## src/rtl/stack_mode_ctrl.sv

```systemverilog
module stack_mode_ctrl #(
  parameter logic [15:0] SP_RESET = 16'h01FF,
  parameter logic [7:0]  EMU_PAGE = 8'h01
) (
  input  logic        clk,
  input  logic        rst_n,
  input  logic        mode_wr_i,
  input  logic        mode_native_i,
  input  logic        width_wr_i,
  input  logic        acc_wide_i,
  input  logic        idx_wide_i,
  input  logic        mem_wide_i,
  input  logic        sp_load_i,
  input  logic [15:0] sp_load_val_i,
  input  logic        push_i,
  input  logic        pop_i,
  output logic [15:0] stack_addr_o,
  output logic        byte_we_o,
  output logic        byte_re_o,
  output logic        byte_hi_o,
  output logic        busy_o,
  output logic        native_o,
  output logic        acc_wide_o,
  output logic        idx_wide_o,
  output logic        mem_wide_o,
  output logic [15:0] sp_o
);

  logic        native_q, acc_q, idx_q, mem_q, busy_q, dir_push_q;
  logic [15:0] sp_q;

  wire idle     = !busy_q;
  wire do_mode  = idle & mode_wr_i;
  wire do_width = idle & !mode_wr_i & width_wr_i;
  wire do_load  = idle & !mode_wr_i & !width_wr_i & sp_load_i;
  wire do_push  = idle & !mode_wr_i & !width_wr_i & !sp_load_i & push_i;
  wire do_pop   = idle & !mode_wr_i & !width_wr_i & !sp_load_i & !push_i & pop_i;

  wire push_now = do_push | (busy_q & dir_push_q);
  wire pop_now  = do_pop  | (busy_q & !dir_push_q);

  wire [15:0] sp_dec_raw = sp_q - 16'd1;
  wire [15:0] sp_inc_raw = sp_q + 16'd1;
  wire [15:0] sp_dec  = native_q ? sp_dec_raw : {EMU_PAGE, sp_dec_raw[7:0]};
  wire [15:0] sp_inc  = native_q ? sp_inc_raw : {EMU_PAGE, sp_inc_raw[7:0]};
  wire [15:0] sp_ld   = native_q ? sp_load_val_i : {EMU_PAGE, sp_load_val_i[7:0]};

  assign stack_addr_o = pop_now ? sp_inc : sp_q;
  assign byte_we_o    = push_now;
  assign byte_re_o    = pop_now;
  assign byte_hi_o    = do_push ? mem_q : (busy_q & !dir_push_q);
  assign busy_o       = busy_q;
  assign native_o     = native_q;
  assign acc_wide_o   = acc_q;
  assign idx_wide_o   = idx_q;
  assign mem_wide_o   = mem_q;
  assign sp_o         = sp_q;

  always_ff @(posedge clk or negedge rst_n) begin
    if (!rst_n) begin
      native_q   <= 1'b0;
      acc_q      <= 1'b0;
      idx_q      <= 1'b0;
      mem_q      <= 1'b0;
      busy_q     <= 1'b0;
      dir_push_q <= 1'b0;
      sp_q       <= SP_RESET;
    end else begin
      busy_q <= (do_push | do_pop) & mem_q;
      if (do_push | do_pop) dir_push_q <= do_push;
      if (push_now) sp_q <= sp_dec;
      if (pop_now)  sp_q <= sp_inc;
      if (do_load)  sp_q <= sp_ld;
      if (do_mode) begin
        native_q <= mode_native_i;
        if (!mode_native_i) begin
          sp_q[15:8] <= EMU_PAGE;
          acc_q <= 1'b0;
          idx_q <= 1'b0;
          mem_q <= 1'b0;
        end
      end
      if (do_width && native_q) begin
        acc_q <= acc_wide_i;
        idx_q <= idx_wide_i;
        mem_q <= mem_wide_i;
      end
    end
  end


  emu_page_chk: assert property (@(posedge clk) disable iff (!rst_n)
    !native_o |-> sp_o[15:8] == EMU_PAGE);


  emu_narrow_chk: assert property (@(posedge clk) disable iff (!rst_n)
    !native_o |-> !acc_wide_o && !idx_wide_o && !mem_wide_o);


  busy_single_chk: assert property (@(posedge clk) disable iff (!rst_n)
    busy_o |=> !busy_o);


  wide_push_busy_chk: assert property (@(posedge clk) disable iff (!rst_n)
    byte_we_o && !busy_o && byte_hi_o |=> busy_o && byte_we_o && !byte_hi_o);


  mode_exit_chk: assert property (@(posedge clk) disable iff (!rst_n)
    !busy_o && mode_wr_i && !mode_native_i |=>
      !native_o && sp_o[15:8] == EMU_PAGE && !acc_wide_o && !idx_wide_o && !mem_wide_o);


  native_push_chk: assert property (@(posedge clk) disable iff (!rst_n)
    native_o && byte_we_o |=> sp_o == $past(sp_o) - 16'd1);


  strobe_excl_chk: assert property (@(posedge clk) disable iff (!rst_n)
    !(byte_we_o && byte_re_o));

endmodule

```

## config.mk

```make
export PLATFORM = sky130hd
export DESIGN_NAME = stack_mode_ctrl
export DESIGN_NICKNAME = d
export VERILOG_FILES = /design/src/rtl/stack_mode_ctrl.sv
export SDC_FILE = /design/constraint.sdc
export NUM_CORES = 1
export LEC_CHECK = 0
export ABC_AREA = 1
export BUFFER_PORTS_ARGS = -buffer_cell sky130_fd_sc_hd__buf_4
export CAP_MARGIN = 0
export CORE_ASPECT_RATIO = 2
export CORE_MARGIN = 1.5
export CORE_UTILIZATION = 55
export CTS_CLUSTER_SIZE = 14
export DETAILED_ROUTE_END_ITERATION = 10
export GPL_ROUTABILITY_DRIVEN = 1
export GPL_TIMING_DRIVEN = 0
export PLACE_DENSITY = 0.86
export SYNTH_ARGS = -nofsm -noshare
export SYNTH_HDL_FRONTEND = slang
export SYNTH_SLANG_ARGS = --single-unit
```

## constraint.sdc

```tcl
create_clock -name clk -period 5 [get_ports clk]
set_input_delay 0.25 -clock clk [delete_from_list [all_inputs] [get_ports clk]]
set_output_delay 0.25 -clock clk [all_outputs]
set_load 0.01 [all_outputs]
```

[Word-level counts from Yosys, hierarchy flattened]
Cells that the tools add are included.
Word-level totals
  register bits after elaboration: 22
  word-level logic and storage cells: 51
  bits of input ports: 27
Cells by class
  bitwise gates (word level): 15
  muxes and demuxes: 15
  eq/ne operators: 1
  add/sub/neg operators: 2
  reduce and logical (&&, ||, !) cells: 10
Operator list (count)
  $mux W16: 7
  $add A16 B1 Y16 const B: 1
  $mux W8: 2
  $sub A16 B1 Y16 const B: 1
  $and A1 B1 Y1: 12
  $logic_not A1 Y1: 6
  $mux W1: 6
  $or A1 B1 Y1: 3
  $reduce_bool A3 Y1: 1
  $ne A2 B1 Y1 const B: 1
  $reduce_and A2 Y1: 1
  $reduce_bool A2 Y1: 1
  $logic_and A1 B1 Y1: 1

[Logic depth before layout (Yosys ltp)]
  depth after elaboration: 11
  mapped depth: 13
  gate-level depth less buffers: 12

[Worst setup path after synthesis]
OpenSTA, ideal clock, no wires.
  path type: register -> output
  start: register sp_q[0] (netlist: sp_o[0])
  end: output stack_addr_o[12]
  setup slack: 3.241 ns
  arrival time: 1.509 ns
  stages on the path, launching flop included: 9
  buffers on the path: 0
  cells stage by stage: dfstp_2 ha_1 nand2_1 nor2_2 nand4_1 nor2_1 nor2_1 nand2_1 o21ai_0
Between the ends
  cells in the longest elaborated chain, start to end: 3
Ends and longest elaborated chain
  from (decl): line 30  | logic [15:0] sp_q;
  from (signal assigned): line 71  | if (push_now) sp_q <= sp_dec;
  from (signal assigned): line 72  | if (pop_now) sp_q <= sp_inc;
  from (signal assigned): line 73  | if (do_load) sp_q <= sp_ld;
  $add A16 B1 Y16: line 43  | wire [15:0] sp_inc_raw = sp_q + 16'd1;
  $mux W16: line 45  | wire [15:0] sp_inc = native_q ? sp_inc_raw : {EMU_PAGE, sp_inc_raw[7:0]};
  $mux W16: line 48  | assign stack_addr_o = pop_now ? sp_inc : sp_q;
  to (decl): line 17  | output logic [15:0] stack_addr_o,
Every way passes these cells.

[Worst setup path in the final report]
  start: register sp_q[0] (netlist: sp_o[0])
  end: output stack_addr_o[8]
The elaborated chain is that of the path after synthesis.

==> impl_metrics.env <==
export IMPL_status="finished, final reports clean"
export IMPL_max_cap_violations=0
export IMPL_dr_pass1_iters=4
export IMPL_numCtsBuffers=3
export IMPL_regToRegStartpoint="sp_o[0]"
export IMPL_wl_per_cell_um=15.6
export IMPL_area_growth_pct=31.2
export IMPL_root_buffer="clkbuf_8"
export IMPL_wl_um=6770
export IMPL_hold_start="sp_load_val_i[2]"
export IMPL_end_kind="primary output"
export IMPL_fmax_ghz=0.421
export IMPL_row_count=31
export IMPL_synth_top_area_cell="dfrtp_1"
export IMPL_dp_slack_ns=2.99
export IMPL_ys_types=35
export IMPL_drc=0
export IMPL_holdPathStages=3
export IMPL_vias=2439
export IMPL_finalSetupViolCount=0
export IMPL_setup_tns_ns=0
export IMPL_utilization_pct=74.4
export IMPL_syn_inst=314
export IMPL_cts_htree_levels=1
export IMPL_drv_slew=0
export IMPL_postRouteAntennaNets=0
export IMPL_p_int_uw=516
export IMPL_p_leak_nw=1.33
export IMPL_whs_endpoint="sp_o[2]"
export IMPL_drt_vias_per_instance=5.62
export IMPL_drt_iter0_drc=106
export IMPL_fin_skew_ns=0.00338
export IMPL_hold_slack_ns=0.195
export IMPL_grt_max_degree=23
export IMPL_grt_first_pass_wirelength_um=10500
export IMPL_hold_violations=0
export IMPL_die_area_mm2=0.00412
export IMPL_clk_insertion_delay_late_ns=0.27
export IMPL_cp_arrival_ns=2.12
export IMPL_worstHoldPathType="input pin to flip-flop"
export IMPL_dp_cells=429
export IMPL_path_max_fanout=7
export IMPL_ff2ff_path_depth=9
export IMPL_layout_drive_gt1_share_pct=30.6
export IMPL_stdcell_count=434
export IMPL_clk_pin_slew_worst_paths_ns=0.09
export IMPL_crit_path_start="sp_o[0]"
export IMPL_sequentialPowerShare_pct=32.3
export IMPL_switching_share_pct=41.3
export IMPL_clockBufferDepth=2
export IMPL_pwr_share_comb_pct=47.8
export IMPL_fin_nets=415
export IMPL_yosys_warnings=0
export IMPL_synth_nets=343
export IMPL_gp_congestion=0.953
export IMPL_final_common_cell="nand2_1"
export IMPL_grt_pass1_vias=2328
export IMPL_ys_ff_latch=22
export IMPL_post_route_min_period_ns=2.37
export IMPL_io_pins=67
export IMPL_core_area_mm2=0.00361
export IMPL_yosysSeqAreaShare_pct=27.4
export IMPL_fp_dieH_um=89.3
export IMPL_syn_avg_cell_area_um2=6.52
export IMPL_finalCritPeriodShare_pct=47.5
export IMPL_synth_area_top_cells="dfrtp_1 (16%), nand2_1 (15%), dfstp_2 (12%)"
export IMPL_gr_total_overflow=0
export IMPL_antenna_found_initial=0
export IMPL_r2r_end="sp_o[12]"
export IMPL_netlist_area_leader_share_pct=15.9
export IMPL_ir_drop_uv=277
export IMPL_num_antenna_cells=0
export IMPL_layout_common_cells="nand2_1 (84), buf_4 (68), nand3_1 (38)"
export IMPL_rsz0062_at_grt="false"
export IMPL_die_w_um=46.1
export IMPL_slew_headroom_pct=67.2
export IMPL_cts_tree="yes"
export IMPL_grt_use_total_pct=35.5
export IMPL_path_class="flip-flop to primary output"
export IMPL_p_sw_uw=364
export IMPL_required_ns=4.75
export IMPL_start_util_pct=56.7
export IMPL_tightest_slew_ns=0.488
export IMPL_critPathLaunchType="flip-flop"
export IMPL_buffer_ports_inserted=66
export IMPL_cts_sinks=22
export IMPL_pwr_share_clk_pct=19.8
export IMPL_setup_slack_ns=2.63
export IMPL_rrSetupSlack_ns=3.09
export IMPL_syn_area_mm2=0.00205
export IMPL_dp_hpwl_um=5290
export IMPL_powerDensity_mw_per_mm2=328
export IMPL_cts_resized=0
## cell families (layout without fill, tap and decap cells)
| group | count (synthesis) | in the layout | synth area share (%) |
|---|---|---|---|
| and+or+nand+nor | 180 | 180 | 42.1 |
| AOI/OAI and AO/OA | 53 | 53 | 15.0 |
| buffers and inverters | 47 | 118 | 9.96 |
| DFF | 22 | 22 | 27.4 |
| xor gates and xnor gates | 10 | 10 | 4.28 |
| adders and majority gates | 2 | 2 | 1.22 |
## metal layers
metal	routed length (um)	up-vias	share of wire, %	track usage (%)
met3	256	31	3.8	3.64
li1	-	1174	-	-
met4	421	0	6.2	23.4
met1	2430	1133	36	37.1
met2	3660	101	54	62.8
met5	0	-	0	0
## cells in the mapped netlist
cell,count
o21ai_0,22
o2111ai_1,1
buf_2,2
buf_6,2
o21bai_4,1
a31oi_1,4
nand4_2,1
nand2_2,4
nand4_4,1
buf_4,2
xor2_1,10
o22ai_1,1
dfstp_2,9
nor2_2,7
nand4_1,4
clkinv_2,2
nand3_1,38
or2_2,1
dfrtp_1,13
o21bai_1,4
nor2_4,4
nand2_4,1
o21ai_1,2
inv_2,7
a21oi_2,1
nand3_2,3
nand3b_1,1
ha_1,2
a21oi_1,15
buf_1,1
nor2_1,22
inv_1,31
nor3_1,9
nand2_1,84
o211ai_1,2
## state kept, by name, indices dropped and copies added (netlist names)
| register | cells |
|---|---|
| sp_o | 16 |
| acc_wide_o | 1 |
| busy_o | 1 |
| dir_push_q | 1 |
| idx_wide_o | 1 |
| mem_wide_o | 1 |
| native_o | 1 |
## critical path, stage by stage, from the launching register on
cell and delay, ns:
dfstp_2 0.62, ha_1 0.19, nand2_1 0.12, nor3_1 0.31, inv_1 0.10, nand2_1 0.07
nand3_1 0.08, nand2_1 0.09, o21ai_0 0.11, buf_4 0.16
## cell type report
cell class | count | area [um^2]
Clock inverter | 1 | 30.0
Buffer | 7 | 51.3
Fill cell | 320 | 922
Multi-Input combinational cell | 245 | 1280
Tap cell | 49 | 61.3
Timing Repair Buffer | 67 | 505
Inverter | 40 | 153
Sequential cell | 22 | 562
Clock buffer | 3 | 41.3
## metrics by stage
step	power (mW)	instance area [um^2]
5_1_grt	0.932	2690
2_1_floorplan	0.523	2050
6_report	0.880	2690
3_5_place_dp	0.701	2600
3_3_place_gp	0.690	2600
4_1_cts	0.875	2690
## power groups by stage
| stage | clock (mW) | combinational [mW] | sequential [mW] |
|---|---|---|---|
| 4_1_cts | 0.174 | 0.419 | 0.282 |
| 6_report | 0.175 | 0.421 | 0.285 |
| 3_5_place_dp | 0 | 0.415 | 0.285 |
| 5_1_grt | 0.179 | 0.464 | 0.289 |
| 3_3_place_gp | 0 | 0.407 | 0.283 |
| 2_1_floorplan | 0 | 0.234 | 0.288 |
## worst max path at each step
stage                            end  slack, ns  cells after the start
finish               stack_addr_o[8]       2.63                      9
global route        stack_addr_o[12]       2.53                      9
CTS                  stack_addr_o[8]       2.67                      9
detailed placement   stack_addr_o[8]       2.99                      9
global placement    stack_addr_o[10]       3.00                      8
floorplan           stack_addr_o[12]       3.24                      8
## repair_timing
item,in CTS,in global routing
endpoints found under the setup margin,0,0
buffers inserted,0,0
endpoints found under the hold margin,13,0
hold buffers,1,0
Power figures use the tool's default switching activity.
